$ cat src/rtl/rt_pkg.sv
package rt_pkg;

    localparam int STEPS       = 4;
    localparam int NUM_CLASSES = 4;
    localparam int PAT_W       = 8;
    localparam int CLASS_EMPTY = 3;

    typedef logic [PAT_W-1:0] pat_t;

    // Resource usage of one class at one step of its window.
    function automatic pat_t class_step_use(input int cls, input int step);
        pat_t p;
        p = '0;
        case (cls)
            0: begin
                if (step == 0)               p[0] = 1'b1;
                if (step == 1 || step == 2)  p[1] = 1'b1;
                if (step == 3)               p[2] = 1'b1;
            end
            1: begin
                if (step == 0)               p[0] = 1'b1;
                if (step == 1)               p[3] = 1'b1;
                if (step == 2 || step == 3)  p[4] = 1'b1;
            end
            2: begin
                if (step == 0 || step == 1)  p[5] = 1'b1;
            end
            default: p = '0;
        endcase
        return p;
    endfunction

endpackage

$ cat src/rtl/rt_window_check.sv
module rt_window_check
    import rt_pkg::*;
#(
    parameter int DEPTH   = 16,
    parameter int NUM_RES = 6,
    parameter int ROW_W   = 4
) (
    input  logic [DEPTH-1:0][NUM_RES-1:0]    tbl_i,
    input  logic [ROW_W-1:0]                 row_i,
    input  logic [STEPS-1:0][NUM_RES-1:0]    pat_i,
    output logic                             fits_o,
    output logic                             clash_o
);

    localparam int LAST_START = DEPTH - STEPS;

    always_comb begin
        fits_o = (int'(row_i) <= LAST_START);
    end

    // Each matrix row is compared with the step that would land on it.
    always_comb begin
        clash_o = 1'b0;
        for (int r = 0; r < DEPTH; r++) begin
            for (int s = 0; s < STEPS; s++) begin
                if (int'(row_i) + s == r) begin
                    clash_o = clash_o | (|(tbl_i[r] & pat_i[s]));
                end
            end
        end
    end

endmodule

$ cat config.mk
export PLATFORM = sky130hd
export DESIGN_NAME = rt_window_check
export DESIGN_NICKNAME = d
export VERILOG_FILES = /design/src/rtl/rt_pkg.sv /design/src/rtl/rt_window_check.sv
export SDC_FILE = /design/constraint.sdc
export NUM_CORES = 1
export LEC_CHECK = 0
export ABC_AREA = 1
export BUFFER_PORTS_ARGS = -buffer_cell sky130_fd_sc_hd__buf_2
export CAP_MARGIN = 20
export CORE_AREA = 2 2 117 119
export DETAILED_ROUTE_END_ITERATION = 12
export DIE_AREA = 0 0 119 121
export PLACE_DENSITY_LB_ADDON = 0.1
export SLEW_MARGIN = 20
export SYNTH_ARGS = -nofsm -noshare
export SYNTH_HDL_FRONTEND = slang
export SYNTH_SLANG_ARGS = --single-unit
$ cat constraint.sdc
create_clock -name vclk -period 2.2
set_input_delay 0.22 -clock vclk [all_inputs]
set_output_delay 0.22 -clock vclk [all_outputs]
set_load 0.01 [all_outputs]
==> results of run 1 <==
[Yosys cell counts (4+ instances only)]
master,n
nand2_1,658
o21ai_0,20
nand4_1,6
nor2_1,121
inv_1,70
a21oi_1,4
clkbuf_1,17
nand3_1,31
buf_2,21
[layout make-up]
cell class | instances | area, um2 | share of cell area, %
Tap cell | 176 | 220 | 4.87
Timing Repair Buffer | 130 | 661 | 14.6
Inverter | 73 | 274 | 6.06
Multi-Input combinational cell | 856 | 3370 | 74.5
[timing repair]
action,in CTS,in global routing
gates resized for setup,0,6
hold endpoints to repair,0,0
setup endpoints to repair,0,1
[metrics by stage]
step / setup WS (ns) / util, % / total power, mW / hold WS, ns
2_1_floorplan: 0.627 / - / 0.546 / 0.745
3_3_place_gp: 0.0378 / 34.4 / 0.931 / 1.14
3_5_place_dp: 0.0372 / 34.4 / 0.928 / 1.13
4_1_cts: 0.0293 / 34.4 / 0.932 / 1.13
5_1_grt: -0.0112 / 34.6 / 1.07 / 1.17
6_report: 0.125 / 34.6 / 0.950 / 1.12
[power breakdown]
group	switching (mW)	internal [mW]	total [mW]	leakage [nW]
Clock	0	0	0	0
Sequential	0	0	0	0
Combinational	0.646	0.303	0.950	3.05
[cell families after synthesis]
family / after synthesis / share of synthesized area [%]
compound gates: 31 / 4.30
fa+ha+maj: 2 / 0.652
buf+inv: 117 / 12.7
simple gates: 823 / 82.3
[per-layer routing]
layer / global-route usage [%] / vias to the layer above / part of all wire, %
met2: 46.9 / 285 / 45
li1: - / 3063 / -
met1: 38.1 / 2656 / 45
met5: 0 / - / 0
met4: 6.25 / 0 / 2.2
met3: 1.64 / 36 / 7.3
[worst max-delay path by stage]
stage	startpoint	end	depth (start not counted)
2_1_floorplan	row_i[1]	clash_o	13
3_3_place_gp	row_i[1]	clash_o	15
3_5_place_dp	row_i[1]	clash_o	15
4_1_cts	row_i[1]	clash_o	15
5_1_grt	row_i[1]	clash_o	15
6_report	row_i[1]	clash_o	15
==> reports/qor.csv, run 1 <==
stage,metric,value,unit
run_status,status,finished clean,
place,globalplace.congestion,1.01,
layout,filler_cell_count,1654,
timing,drv_slew,0,
grt,antenna_found_initial,0,
grt,grt_max_degree,17,
grt,grt_pass1_vias,5562,
worst_setup_path,crit_top_cell,nand2_1,
floorplan,dieArea,0.0144,mm2
floorplan,ios,126,
route,first_pass_iters,5,
floorplan,core,0.0131,mm2
timing,setup_viol,0,
place,place_area,0.00450,mm2
layout,area.growth.synth_to_final,17.9,%
floorplan,core.rowCount,42,
yosys,synth_area_leader_cell,nand2_1,
place,dp_cells,1235,
clock_network,cts_hold_buf,0,
timing,fin_crit_sh,94.3,%
place,dp_hpwl,14.9,mm
power_and_ir_drop,irDropWorstVdd,0.000124,V
worst_setup_path,worst_setup_path_end_kind,output pin,
worst_setup_path,crit_buf_inv,4,
grt,grt_pass1_wl,31.2,mm
timing,tns,0,ns
timing,max_slew_margin,66.9,%
yosys,syn-instance-count,973,
timing,min_period,2.08,ns
yosys,synthTopCellsByArea,"nand2_1 64%, nor2_1 12%, inv_1 6.8%",
grt,grt_overflow_total,0,
layout,design.seq.count,0,
worst_setup_path,path_max_fanout,4,
route,drt_iter0_drc,565,
yosys,syn-cell-area,0.00384,mm2
yosys,synth_area_per_cell,3.94,um2
layout,layout.area.seq,0,um2
layout,drive_gt1_share,13.5,%
floorplan,start_util,29.3,%
route,wl,20.1,mm
worst_setup_path,crit_family,simple AND/OR/NAND/NOR gates,
clock_network,cts_setup_buffers,0,
layout,fin_nets,1187,
worst_setup_path,cp.arrival,1.86,ns
hold_path,hold_class,in2out,
floorplan,die_w,119,um
route,vias_per_cell,4.89,
layout,fin_cells,1235,
hold_path,worstHoldPathCells,10,
route,vias,6040,
layout,final_cell_mix,"657 x nand2_1, 126 x buf_2, 121 x nor2_1",
yosys,seq_area_frac_synth,0,%
route,ant_nets,0,
worst_setup_path,slowest_stage,ha_1,
layout,layout_commonest_cell,nand2_1,
worst_setup_path,max_stage_delay,0.35,ns
power_and_ir_drop,leakagePower,3.05,nW
place,portBuffers,126,
power_and_ir_drop,p_per_area,210,mW/mm2
floorplan,die_y,121,um
run,drv_cap,0,
yosys,post_synth_num_cell_types,21,
yosys,netlist.area_leader.share,64.4,%
hold_path,worstHoldEndpoint,clash_o,
yosys,yosys_warnings,0,
worst_setup_path,startpoint_type,primary input,
grt,track_usage,27.5,%
worst_setup_path,path_class,in2out,
worst_setup_path,path_cells,"buf_2, inv_2, ha_1, inv_1, nand3_1, nor2_1, nand2_1, nand2_1, nor2_1, nand2_1, nor2_1, nand2_1, nor2_1, nand2_1, buf_2",
route,wl_per_cell,16.3,um
route,drc,0,
worst_setup_path,required,1.98,ns
layout,diodes,0,
hold_path,hp-start,tbl_i[60],
timing,finalHoldViolations,0,
yosys,syn_nets,1099,
timing,max_freq,0.482,GHz
layout,stdcell_area,0.00452,mm2
layout,nClkBuffers,0,
timing,worstMarginPinSlew,0.497,ns
Note: power is estimated with default switching activity, not from simulation.
==> run 2: changes to the inputs <==
--- a/config.mk
+++ b/config.mk
@@ -8,10 +8,13 @@
 export ABC_AREA = 1
 export BUFFER_PORTS_ARGS = -buffer_cell sky130_fd_sc_hd__buf_2
 export CAP_MARGIN = 20
+export CELL_PAD_IN_SITES_DETAIL_PLACEMENT = 0
+export CELL_PAD_IN_SITES_GLOBAL_PLACEMENT = 1
 export CORE_AREA = 2 2 117 119
 export DETAILED_ROUTE_END_ITERATION = 12
 export DIE_AREA = 0 0 119 121
 export PLACE_DENSITY_LB_ADDON = 0.1
+export SETUP_SLACK_MARGIN = 0.1
 export SLEW_MARGIN = 20
 export SYNTH_ARGS = -nofsm -noshare
 export SYNTH_HDL_FRONTEND = slang
==> reports/qor.csv, run 2 (same netlist as run 1, synthesis figures left out) <==
stage,metric,value,unit,change
power_and_ir_drop,p_sw,0.676,mW,was 0.646 mW
layout,layout.area.seq,0,um2,unchanged
place,portBuffers,126,,unchanged
worst_setup_path,worst_setup_path_end_kind,output pin,,unchanged
grt,track_usage,29.2,%,was 27.5%
grt,grt_pass1_vias,5562,,unchanged
grt,grt_pass1_wl,32.6,mm,was 31.2 mm
run,drv_cap,0,,unchanged
route,first_pass_iters,6,,was 5
layout,fin_nets,1189,,"was 1,187"
route,drt_iter0_drc,479,,was 565
power_and_ir_drop,seqPwrFrac,0,%,about the same
power_and_ir_drop,irDropWorstVdd,0.000127,V,was 0.000124 V
layout,design.seq.count,0,,unchanged
place,globalplace.congestion,1.01,,about the same
power_and_ir_drop,p_total,0.991,mW,was 0.950 mW
layout,final_cell_mix,"651 x nand2_1, 124 x buf_2, 119 x nor2_1",,"was 657 x nand2_1, 126 x buf_2, 121 x nor2_1"
place,dp_hpwl,15.4,mm,was 14.9 mm
timing,drv_slew,0,,unchanged
route,vias,6006,,"was 6,040"
floorplan,ios,126,,unchanged
route,wl,21.5,mm,was 20.1 mm
route,wl_per_cell,17.4,um,was 16.3 um
route,vias_per_cell,4.86,,was 4.89
timing,max_slew_margin,63.6,%,was 66.9%
timing,fin_crit_sh,89.3,%,was 94.3%
hold_path,worstHoldPathCells,10,,unchanged
grt,antenna_found_initial,0,,unchanged
route,ant_nets,0,,unchanged
timing,max_freq,0.509,GHz,was 0.482 GHz
floorplan,core,0.0131,mm2,unchanged
worst_setup_path,path_max_fanout,7,,was 4
power_and_ir_drop,combPwrFrac,100.0,%,about the same
hold_path,worstHoldEndpoint,clash_o,,unchanged
hold_path,hold_class,in2out,,unchanged
grt,grt_max_degree,17,,unchanged
power_and_ir_drop,p_sw_share,68.2,%,was 68.1%
layout,drive_gt1_share,14.8,%,was 13.5%
layout,nClkBuffers,0,,unchanged
worst_setup_path,cp.arrival,1.75,ns,was 1.86 ns
worst_setup_path,startpoint_type,primary input,,unchanged
power_and_ir_drop,leakagePower,3.07,nW,was 3.05 nW
layout,filler_cell_count,1628,,"was 1,654"
power_and_ir_drop,p_per_area,215,mW/mm2,was 210 mW/mm2
floorplan,core.rowCount,42,,unchanged
place,dp_cells,1234,,"was 1,235"
layout,diodes,0,,unchanged
layout,fin_cells,1237,,"was 1,235"
timing,setup_viol,0,,unchanged
layout,layout_commonest_cell,nand2_1,,unchanged
worst_setup_path,path_class,in2out,,unchanged
layout,area.growth.synth_to_final,20.3,%,was 17.9%
power_and_ir_drop,p_int,0.315,mW,was 0.303 mW
floorplan,start_util,29.3,%,unchanged
grt,grt_overflow_total,0,,unchanged
place,pre_cts_slack,0.0469,ns,was 0.0372 ns
timing,rsz0062_at_grt,no,,
route,drc,0,,unchanged
timing,worstMarginPinSlew,0.545,ns,was 0.497 ns
timing,finalHoldViolations,0,,unchanged
timing,fin_ws,0.235,ns,was 0.125 ns
hold_path,hp-start,tbl_i[85],,was tbl_i[60]
worst_setup_path,required,1.98,ns,about the same
floorplan,die_w,119,um,unchanged
power_and_ir_drop,power_frac_clock,0,%,about the same
floorplan,dieArea,0.0144,mm2,unchanged
timing,min_period,1.97,ns,was 2.08 ns
floorplan,die_y,121,um,unchanged
run_status,status,finished clean,,unchanged
-- run 2: cell types whose count changed in the layout (fill, tap and decap cells not counted), sizes merged --
cell and change:
clkbuf +2, inv -1, clkinvlp +1
-- run 2: critical path, cell delays in order --
cell      delay, ns
clkbuf_4       0.18
ha_4           0.20
inv_2          0.10
nand2_1        0.06
nand2_1        0.09
nand2_4        0.10
nor2_4         0.18
o31ai_1        0.12
nor2_1         0.13
nor2_1         0.06
nand2_1        0.06
nor2_1         0.04
nand2_1        0.07
buf_2          0.13
-- run 2: final cells by class --
cell class                      instances  area, um2  area share, %
Inverter                               73        278           6.01
Multi-Input combinational cell        856       3440           74.5
Tap cell                              176        220           4.77
Timing Repair Buffer                  132        681           14.7
-- run 2: per-layer routing --
layer / up-vias / routed length [um] / part of all wire, % / GRT usage (%)
met3: 25 / 1430 / 6.6 / 1.36
li1: 3070 / - / - / -
met1: 2656 / 9520 / 44 / 39.5
met4: 0 / 346 / 1.6 / 4.84
met5: - / 0 / 0 / 0
met2: 255 / 10200 / 47 / 52.0
-- run 2: worst max path at each step --
stage,to,startpoint,slack (ns)
floorplan,clash_o,row_i[1],0.63
global placement,clash_o,row_i[2],-0.004
detailed placement,clash_o,row_i[2],0.05
CTS,clash_o,row_i[2],0.10
global route,clash_o,row_i[2],0.1
finish,clash_o,row_i[2],0.23
-- run 2: metrics by stage --
stage	area, um2	util (%)	setup TNS (ns)	hold slack (ns)
2_1_floorplan	3840	-	0	0.745
3_3_place_gp	4500	34.4	-0.00378	1.13
3_5_place_dp	4500	34.4	0	1.13
4_1_cts	4500	34.4	0	1.13
5_1_grt	4620	35.3	0	1.19
6_report	4620	35.3	0	1.12
-- run 2: repair_timing --
item,CTS,global route
pin swaps,0,1
hold buffers,0,0
endpoints found under the setup margin,1,1
buffers inserted,0,3
gates resized for setup,1,24
-- run 2: power groups by stage --
| stage | logic [mW] | registers (mW) | clock network (mW) |
|---|---|---|---|
| finish | 0.991 | 0 | 0 |
| global route | 1.11 | 0 | 0 |
| CTS | 0.948 | 0 | 0 |
| detailed placement | 0.945 | 0 | 0 |
| global placement | 0.951 | 0 | 0 |
| floorplan | 0.546 | 0 | 0 |
==> run 3: changes to the inputs <==
--- a/config.mk
+++ b/config.mk
@@ -10,11 +10,10 @@
 export CAP_MARGIN = 20
 export CELL_PAD_IN_SITES_DETAIL_PLACEMENT = 0
 export CELL_PAD_IN_SITES_GLOBAL_PLACEMENT = 1
-export CORE_AREA = 2 2 117 119
+export CORE_AREA = 10 10 125 127
 export DETAILED_ROUTE_END_ITERATION = 12
-export DIE_AREA = 0 0 119 121
+export DIE_AREA = 0 0 135 137
 export PLACE_DENSITY_LB_ADDON = 0.1
-export SETUP_SLACK_MARGIN = 0.1
 export SLEW_MARGIN = 20
 export SYNTH_ARGS = -nofsm -noshare
 export SYNTH_HDL_FRONTEND = slang
==> reports/qor.csv, run 3 (same netlist as run 1, synthesis figures left out) <==
stage,metric,value,unit,change
power_and_ir_drop,irDropWorstVdd,0.0000798,V,was 0.000127 V
clock_network,cts_hold_buf,0,,unchanged
route,first_pass_iters,5,,was 6
route,vias_per_cell,4.81,,was 4.86
layout,nClkBuffers,0,,unchanged
route,wl_per_cell,17.7,um,was 17.4 um
layout,fin_nets,1190,,"was 1,189"
floorplan,core,0.0131,mm2,unchanged
worst_setup_path,worst_setup_path_end_kind,output pin,,unchanged
worst_setup_path,required,1.98,ns,about the same
floorplan,dieArea,0.0185,mm2,was 0.0144 mm2
place,dp_hpwl,16.4,mm,was 15.4 mm
power_and_ir_drop,p_int,0.306,mW,was 0.315 mW
power_and_ir_drop,p_sw,0.655,mW,was 0.676 mW
timing,max_freq,0.485,GHz,was 0.509 GHz
run,drv_cap,0,,unchanged
timing,finalHoldViolations,0,,unchanged
timing,max_slew_margin,65.1,%,was 63.6%
power_and_ir_drop,combPwrFrac,100.0,%,about the same
route,vias,5960,,"was 6,006"
floorplan,start_util,29.3,%,unchanged
timing,tns,0,ns,unchanged
timing,worstMarginPinSlew,0.524,ns,was 0.545 ns
floorplan,die_y,137,um,was 121 um
timing,min_period,2.06,ns,was 1.97 ns
power_and_ir_drop,p_per_area,212,mW/mm2,was 215 mW/mm2
timing,setup_viol,0,,unchanged
power_and_ir_drop,p_sw_share,68.2,%,about the same
place,portBuffers,126,,unchanged
power_and_ir_drop,seqPwrFrac,0,%,about the same
worst_setup_path,startpoint_type,primary input,,unchanged
grt,grt_max_degree,17,,unchanged
layout,drive_gt1_share,13.5,%,was 14.8%
grt,grt_overflow_total,0,,unchanged
worst_setup_path,cp.arrival,1.84,ns,was 1.75 ns
run_status,status,finished clean,,unchanged
place,globalplace.congestion,0.940,,was 1.01
worst_setup_path,path_max_fanout,4,,was 7
hold_path,hold_class,in2out,,unchanged
layout,area.growth.synth_to_final,18.2,%,was 20.3%
layout,layout_commonest_cell,nand2_1,,unchanged
timing,rsz0062_at_grt,no,,unchanged
clock_network,cts_setup_buffers,0,,unchanged
power_and_ir_drop,leakagePower,3.06,nW,was 3.07 nW
layout,design.seq.count,0,,unchanged
grt,grt_pass1_vias,5669,,"was 5,562"
place,dp_cells,1238,,"was 1,234"
layout,diodes,0,,unchanged
layout,fin_cells,1238,,"was 1,237"
timing,drv_slew,0,,unchanged
power_and_ir_drop,power_frac_clock,0,%,about the same
floorplan,die_w,135,um,was 119 um
route,drc,0,,unchanged
layout,final_util,34.7,%,was 35.3%
layout,final_cell_mix,"657 x nand2_1, 126 x buf_2, 120 x nor2_1",,"was 651 x nand2_1, 124 x buf_2, 119 x nor2_1"
floorplan,ios,126,,unchanged
grt,grt_pass1_wl,32.9,mm,was 32.6 mm
route,drt_iter0_drc,503,,was 479
grt,track_usage,22.6,%,was 29.2%
route,ant_nets,0,,unchanged
worst_setup_path,path_class,in2out,,unchanged
route,wl,21.9,mm,was 21.5 mm
grt,antenna_found_initial,0,,unchanged
layout,layout.area.seq,0,um2,unchanged
floorplan,core.rowCount,42,,unchanged
timing,fin_crit_sh,93.8,%,was 89.3%
-- run 3: changes by cell type in the layout (fill, tap and decap cells not counted), moves of 3 or more --
cell / delta
nand3_1: +4
nand3_2: -3
nand2_1: +6
nand2_2: -5
inv_1: +3
-- run 3: path summary, 6_finish.rpt --
path                  start      end  slack, ns  cells after the start
setup / recovery   row_i[1]  clash_o       0.14                     15
hold / removal    tbl_i[85]  clash_o       1.13                     10
-- run 3: stage by stage --
stage | setup slack, ns | hold WS [ns] | instance area (um2) | power [mW]
final | 0.137 | 1.13 | 4530 | 0.961
after global routing | 0.000879 | 1.20 | 4530 | 1.07
after CTS | 0.0292 | 1.13 | 4530 | 0.949
after detailed placement | 0.0355 | 1.13 | 4530 | 0.945
after global placement | 0.0396 | 1.13 | 4530 | 0.952
after floorplan | 0.627 | 0.745 | 3840 | 0.546
-- run 3: power groups by stage --
stage	sequential, mW	clock [mW]	combinational, mW
final	0	0	0.961
after global routing	0	0	1.07
after CTS	0	0	0.949
after detailed placement	0	0	0.945
after global placement	0	0	0.952
after floorplan	0	0	0.546
-- run 3: worst max-delay path, cell delays in order --
cell and delay, ns:
buf_2 0.14, inv_2 0.06, ha_1 0.33, inv_1 0.07, nand3_1 0.19, nor2_1 0.09
nand2_1 0.06, nand2_1 0.05, nor2_1 0.12, nand2_1 0.07, nor2_1 0.09, nand2_1 0.07
nor2_1 0.09, nand2_1 0.06, buf_2 0.14
-- run 3: final cells by class --
| type | count | area, um2 |
|---|---|---|
| Multi-Input combinational cell | 856 | 3360 |
| Fill cell | 1698 | 8550 |
| Tap cell | 176 | 220 |
| Inverter | 73 | 274 |
| Timing Repair Buffer | 133 | 683 |
-- run 3: routing by layer --
layer,GRT usage (%),up-vias,wire (um)
met1,29.6,2620,9920
met3,2.60,18,1490
met2,39.7,248,10100
met5,0,-,0
met4,2.99,0,332
li1,-,3074,-
-- run 3: repair_timing --
action / CTS / global route
hold endpoints to repair: 0 / 0
resized for setup: 0 / 3
endpoints found under the setup margin: 0 / 1
